$ cat config.mk
export PLATFORM = sky130hd
export DESIGN_NAME = ipf_buffer
export DESIGN_NICKNAME = d
export VERILOG_FILES = /design/src/rtl/ipf_pkg.sv /design/src/rtl/ipf_tag_cmp.sv /design/src/rtl/ipf_beat_asm.sv /design/src/rtl/ipf_buffer.sv
export SDC_FILE = /design/constraint.sdc
export NUM_CORES = 1
export LEC_CHECK = 0
export BUFFER_PORTS_ARGS = -buffer_cell sky130_fd_sc_hd__buf_2
export CAP_MARGIN = 40
export CORE_ASPECT_RATIO = 0.6
export CORE_UTILIZATION = 35
export CTS_CLUSTER_DIAMETER = 200
export DETAILED_ROUTE_END_ITERATION = 8
export PLACE_DENSITY = 0.65
export SYNTH_ARGS = -nofsm -noshare
export SYNTH_HDL_FRONTEND = slang
export SYNTH_SLANG_ARGS = --single-unit
$ cat constraint.sdc
create_clock -name clk -period 13.85 [get_ports clk]
set_input_delay 2.77 -clock clk [delete_from_list [all_inputs] [get_ports clk]]
set_output_delay 2.77 -clock clk [all_outputs]
set_load 0.05 [all_outputs]
$ cat src/rtl/ipf_pkg.sv
`timescale 1ns/1ps
package ipf_pkg;
    localparam int ADDR_W         = 32;
    localparam int LINE_BYTES     = 16;
    localparam int BEAT_BYTES     = 8;
    localparam logic [1:0] SNOOP_SRC_EN = 2'b11;

    localparam int LINE_OFF       = $clog2(LINE_BYTES);
    localparam int TAG_W          = ADDR_W - LINE_OFF;
    localparam int BEAT_W         = BEAT_BYTES * 8;
    localparam int LINE_W         = LINE_BYTES * 8;
    localparam int BEATS_PER_LINE = LINE_BYTES / BEAT_BYTES;
    localparam int BURST_BEATS    = 2 * BEATS_PER_LINE;
    localparam int CNT_W          = $clog2(BURST_BEATS);
    localparam int SLOT_W         = $clog2(BEATS_PER_LINE);

    typedef logic [ADDR_W-1:0] addr_t;
    typedef logic [TAG_W-1:0]  tag_t;
    typedef logic [BEAT_W-1:0] beat_t;
    typedef logic [LINE_W-1:0] line_t;

    typedef enum logic {ST_IDLE, ST_BURST} ipf_state_e;

    typedef struct packed {
        logic  vld;
        tag_t  tag;
        line_t data;
    } pblock_t;

    typedef struct packed {
        logic cache;
        tag_t tag;
    } freq_t;

    function automatic tag_t line_of(addr_t a);
        return a[ADDR_W-1:LINE_OFF];
    endfunction

    function automatic addr_t addr_of(tag_t t);
        return {t, {LINE_OFF{1'b0}}};
    endfunction
endpackage

$ cat src/rtl/ipf_tag_cmp.sv
`timescale 1ns/1ps
module ipf_tag_cmp
    import ipf_pkg::*;
(
    input  logic en,
    input  tag_t a,
    input  tag_t b,
    output logic hit
);
    assign hit = en && (a == b);
endmodule

$ cat src/rtl/ipf_beat_asm.sv
`timescale 1ns/1ps
module ipf_beat_asm
    import ipf_pkg::*;
(
    input  logic              clk,
    input  logic              rst,
    input  logic              beat_vld,
    input  logic [SLOT_W-1:0] slot_idx,
    input  beat_t             beat_data,
    output line_t             line_out
);
    for (genvar j = 0; j < BEATS_PER_LINE - 1; j++) begin : g_slot
        beat_t slot_q;
        always_ff @(posedge clk) begin
            if (rst)
                slot_q <= '0;
            else if (beat_vld && slot_idx == SLOT_W'(j))
                slot_q <= beat_data;
        end
        assign line_out[j*BEAT_W +: BEAT_W] = slot_q;
    end
    assign line_out[LINE_W-1 -: BEAT_W] = beat_data;
endmodule

$ cat src/rtl/ipf_buffer.sv
`timescale 1ns/1ps
module ipf_buffer
    import ipf_pkg::*;
(
    input  logic              clk,
    input  logic              rst,
    input  logic              fetch_req,
    input  logic [ADDR_W-1:0] fetch_addr,
    input  logic              fetch_cacheable,
    output logic              fetch_valid,
    output logic [LINE_W-1:0] fetch_data,
    output logic              fill_valid,
    output logic [ADDR_W-1:0] fill_addr,
    output logic [LINE_W-1:0] fill_data,
    output logic              bus_req,
    output logic [ADDR_W-1:0] bus_addr,
    input  logic              bus_beat_valid,
    input  logic [BEAT_W-1:0] bus_beat_data,
    input  logic              snoop_valid,
    input  logic [ADDR_W-1:0] snoop_addr,
    input  logic              snoop_src
);
    ipf_state_e       st;
    logic [CNT_W-1:0] beat_cnt;
    tag_t             burst_tag;
    logic             burst_cache;
    logic             kill;
    logic             pend_vld;
    freq_t            pend;
    pblock_t          pb;

    logic  beat_in, last_slot, second_half, line_done, burst_end;
    logic  snoop_act, take, go, cur_vld, eff_vld;
    logic  snp_cur, snp_new, snp_flight, req_hit;
    tag_t  next_tag, cur_tag, snoop_line, new_next;
    line_t cur_data, asm_line;
    freq_t req;
    logic  pf_vld;
    tag_t  pf_tag;
    logic  unused_low;

    assign unused_low  = ^{fetch_addr[LINE_OFF-1:0], snoop_addr[LINE_OFF-1:0]};
    assign snoop_act   = snoop_valid && SNOOP_SRC_EN[snoop_src];
    assign snoop_line  = line_of(snoop_addr);

    assign beat_in     = (st == ST_BURST) && bus_beat_valid;
    assign last_slot   = beat_cnt[SLOT_W-1:0] == SLOT_W'(BEATS_PER_LINE - 1);
    assign second_half = beat_cnt[CNT_W-1];
    assign line_done   = beat_in && last_slot && !second_half;
    assign burst_end   = beat_in && last_slot && second_half;
    assign next_tag    = burst_tag + tag_t'(1);

    // View of the block as it stands this cycle (fresh block on the last beat)
    assign cur_vld  = burst_end ? !kill    : pb.vld;
    assign cur_tag  = burst_end ? next_tag : pb.tag;
    assign cur_data = burst_end ? asm_line : pb.data;
    assign eff_vld  = cur_vld && !snp_cur;

    assign take     = (st == ST_IDLE) || burst_end;
    assign go       = take && (pend_vld || fetch_req);
    assign req      = pend_vld ? pend : '{cache: fetch_cacheable, tag: line_of(fetch_addr)};
    assign new_next = req.tag + tag_t'(1);

    assign pf_vld = pb.vld;
    assign pf_tag = pb.tag;

    ipf_beat_asm u_asm (
        .clk      (clk),
        .rst      (rst),
        .beat_vld (beat_in),
        .slot_idx (beat_cnt[SLOT_W-1:0]),
        .beat_data(bus_beat_data),
        .line_out (asm_line)
    );

    ipf_tag_cmp u_cmp_snp_cur (.en(snoop_act), .a(snoop_line), .b(cur_tag),  .hit(snp_cur));
    ipf_tag_cmp u_cmp_snp_new (.en(snoop_act), .a(snoop_line), .b(new_next), .hit(snp_new));
    ipf_tag_cmp u_cmp_snp_fly (.en(snoop_act), .a(snoop_line), .b(next_tag), .hit(snp_flight));
    ipf_tag_cmp u_cmp_req     (.en(eff_vld),   .a(req.tag),    .b(cur_tag),  .hit(req_hit));

    always_ff @(posedge clk) begin
        if (rst) begin
            st          <= ST_IDLE;
            beat_cnt    <= '0;
            burst_tag   <= '0;
            burst_cache <= 1'b0;
            kill        <= 1'b0;
            pend_vld    <= 1'b0;
            pend        <= '0;
            pb          <= '0;
            fetch_valid <= 1'b0;
            fetch_data  <= '0;
            fill_valid  <= 1'b0;
            fill_addr   <= '0;
            fill_data   <= '0;
            bus_req     <= 1'b0;
            bus_addr    <= '0;
        end else begin
            fetch_valid <= 1'b0;
            fill_valid  <= 1'b0;
            bus_req     <= 1'b0;
            if (beat_in)
                beat_cnt <= beat_cnt + CNT_W'(1);

            if (!take) begin
                kill <= kill | snp_flight;
                if (fetch_req) begin
                    pend_vld <= 1'b1;
                    pend     <= '{cache: fetch_cacheable, tag: line_of(fetch_addr)};
                end
                if (line_done) begin
                    fetch_valid <= 1'b1;
                    fetch_data  <= asm_line;
                    fill_valid  <= burst_cache;
                    fill_addr   <= addr_of(burst_tag);
                    fill_data   <= asm_line;
                end
            end else begin
                st       <= ST_IDLE;
                pend_vld <= 1'b0;
                pb       <= '{vld: eff_vld, tag: cur_tag, data: cur_data};
                if (go) begin
                    if (req_hit) begin
                        fetch_valid <= 1'b1;
                        fetch_data  <= cur_data;
                        if (req.cache) begin
                            fill_valid <= 1'b1;
                            fill_addr  <= addr_of(cur_tag);
                            fill_data  <= cur_data;
                            pb.vld     <= 1'b0;
                        end
                    end else begin
                        bus_req     <= 1'b1;
                        bus_addr    <= addr_of(req.tag);
                        st          <= ST_BURST;
                        burst_tag   <= req.tag;
                        burst_cache <= req.cache;
                        beat_cnt    <= '0;
                        kill        <= snp_new;
                        pb.vld      <= 1'b0;
                    end
                end
            end
        end
    end
endmodule

==> results_dict.tcl <==
set metrics [dict create \
    leakagePower_nw 11.87 \
    clock_latency_ps 630 \
    dpl_cell_area_mm2 0.02940 \
    cp_num_buf_inv 5 \
    io_buffers 440 \
    synth.avg_cell_area_um2 8.600 \
    antenna_found_initial 7 \
    drive_gt1_share_pct 19.03 \
    synth_top_area_share_pct 43.18 \
    crit_arrival_ps 9740 \
    cts_made_buffers 56 \
    floorplan.initialDensity_pct 35.64 \
    slowest_stage "ha_1" \
    vias 24990 \
    grt_overflow 0 \
    dpl_worst_slack_ps 4169 \
    num_rows 77 \
    intPower_mw 2.807 \
    grt_pass1_wl_mm 151.5 \
    fin_util_pct 42.27 \
    max_slew_margin_pct 28.41 \
    crit_top_cell "buf_4" \
    grt.total_usage_pct 25.56 \
    slowest_delay_ps 770 \
    power_frac_seq_pct 43.7 \
    whs_ps 451.5 \
    switching_share_pct 29.58 \
    end_kind "flop" \
    cts_hold_buf 0 \
    path_delay_family "simple AND/OR/NAND/NOR gates" \
    total_power_mw 3.986 \
    fin_ws_ps 4558 \
    crit_path_start_kind "input pin" \
    layoutNonFillerInstCount 4385 \
    crit_type "in -> reg" \
    synth_cell_types 85 \
    gp_congestion 1.029 \
    drc 0 \
    peakVddDrop_v 0.00009993 \
    fmax_mhz 107.6 \
    finish.instance_area_mm2 0.03140 \
    clk_path_buf_depth 3 \
    cts_resized 0 \
    maxCapViolCount 0 \
    fin_nets 3487 \
    finalCriticalPeriod_ps 9292 \
    powerDensity_mw_per_mm2 127.0 \
    tns_ps 0 \
    syn_to_final_growth_pct 18.60 \
    core_mm2 0.07428 \
    fin_skew_ps 28.23 \
    final-hold-violation-count 0 \
    path_cells "buf_2, and2_1, ha_1, and2_4, buf_4, nand2_1, or4b_2, nand4_1, o211ai_1, nor3_2, nand4b_1, o31ai_4, buf_4, and2_4, buf_16, buf_4, a211oi_1" \
    grt_pass1_vias 22880 \
    dpl.cell_count 4274 \
    yosysSeqAreaShare_pct 43.18 \
    synthArstFlopShare_pct 0 \
    die_area_mm2 0.07677 \
    grt_max_degree 155 \
    routed_wl_mm 101.9 \
    wl_per_cell_um 23.23 \
    final.period_utilization_pct 67.09 \
    hpwl_mm 70.11 \
    rsz0062_at_grt "false" \
    yosys_register_bits 571 \
    synthTopCellsByArea "dfxtp_1 (43%), mux2i_1 (8.7%), a211oi_1 (8.0%)" \
    combPwrFrac_pct 14.7 \
    setup_viol 0 \
    drv_slew 0 \
    numClockSinks 571 \
    htree_levels 2 \
    cts_setup_buffers 0 \
    p_sw_mw 1.179 \
    worst_slew_pin_slew_ps 1074 \
    synth_edf_count 0 \
    clk_transition_reported_paths_ps 60 \
    die_x_um 357.0 \
    via_per_inst 5.699 \
    synth_top_flop_cell "dfxtp_1" \
    cp_max_fo 61 \
    antenna_left 0 \
    yosysTopAreaCell "dfxtp_1" \
    hp-class "reg -> reg" \
    crit_required_ps 14300 \
    drt_iter0_drc 2970 \
    first_pass_iters 6 \
    outcome "finished, final reports clean" \
    ys_warn_count 0 \
    synthCells 3078 \
    netlist_area_mm2 0.02647 \
    ioPinCount 458 \
    fp.dieH_um 215.0 \
    clock-root-buffer "clkbuf_16" \
    cts_tree "yes" \
    p_clk_share_pct 41.7 \
]
[power by group through the flow]
stage               clock, mW  sequential [mW]  combinational, mW
global route             1.76             1.75              0.615
finish                   1.66             1.74              0.584
CTS                      1.69             1.74              0.575
global placement            0             1.78              0.564
floorplan                   0             1.89              0.270
detailed placement          0             1.78              0.573
[registers in the layout (all words and copies together) (netlist names)]
name,cells
u_asm.g_slot.slot_q,64
pend_vld,1
fetch_valid,1
pf_vld,1
fill_valid,1
bus_req,1
pb,128
pend,29
fetch_data,128
fill_data,128
burst_cache,1
st,1
fill_addr,28
beat_cnt,2
pf_tag,28
kill,1
burst_tag,28
[Yosys cell counts, types with 11 or more instances]
cell type and instances:
a211oi_1 283, a31oi_1 16, o22ai_1 11, buf_1 22, nor4_1 28, nand4_1 31
nor2b_1 16, o21ai_1 35, and2_1 14, nand3_1 34, buf_2 53, nor3_1 174
buf_4 20, xnor2_1 92, o31ai_1 12, mux2i_1 231, nand2b_1 16, nand4b_1 17
clkbuf_1 203, or4_1 12, nor2_1 150, nand2_1 410, dfxtp_1 571, o21ai_0 43
a21oi_1 333, xor2_1 37, inv_1 25
[cell usage in the layout, fill, tap and decap left out, types with 11 or more instances in the layout]
cell / instances
buf_4: 52
nand2_1: 408
buf_2: 441
or4_1: 12
xor2_1: 37
nand3_1: 34
nor2b_1: 16
a211oi_1: 283
inv_1: 25
o21ai_1: 35
o22ai_1: 11
o21ai_0: 43
a21oi_1: 333
clkinv_2: 14
nor4_1: 27
mux2i_1: 231
nor2_1: 148
xnor2_1: 92
a31oi_1: 16
dfxtp_1: 570
nor3_1: 174
nand4b_1: 17
o31ai_1: 12
clkbuf_16: 56
nand4_1: 31
nand2b_1: 16
and2_1: 12
[tightest hold or removal path, stage by stage, from the launching register on]
cell     delay (ps)
dfxtp_1         310
nand2_1          50
a21oi_1          50
[layer usage]
| metal | global-route usage, % | part of all wire, % | vias up |
|---|---|---|---|
| met5 | 0 | 0.027 | - |
| met3 | 7.626 | 11 | 132 |
| met1 | 39.31 | 48 | 12090 |
| met4 | 5.242 | 1.8 | 4 |
| li1 | - | - | 11650 |
| met2 | 34.25 | 39 | 1118 |
[logic make-up (layout without fill, tap and decap cells)]
group           after synthesis  after routing  share of synthesized area (%)
simple gates                968            968                          17.48
compound gates              834            834                          20.19
flops                       571            571                          43.18
buf+inv                     327            636                          5.261
mux                         241            241                          9.160
xor+xnor                    132            132                          4.528
fa+ha+maj                     4              4                         0.1891
other cells                   1             12                        0.01417
[path summary, 6_finish.rpt]
check,from,to,slack (ps),cells past startpoint
hold / removal,pb[121],pb[121],450,2
setup / recovery,bus_beat_valid,fetch_data[12],4560,17
hold reg to reg,pb[121],pb[121],450,2
setup reg to reg,st,fetch_data[12],5990,16
[final cells by class]
cell class	count	area (µm²)
antenna	4	10.01
clock buffer	74	1559
clock inverter	30	410.4
fill	7378	42880
inverter	25	93.84
multi-input combinational	2187	13770
sequential	571	11430
tap	987	1235
timing repair buffer	507	2885
(Power assumes the default switching activity.)
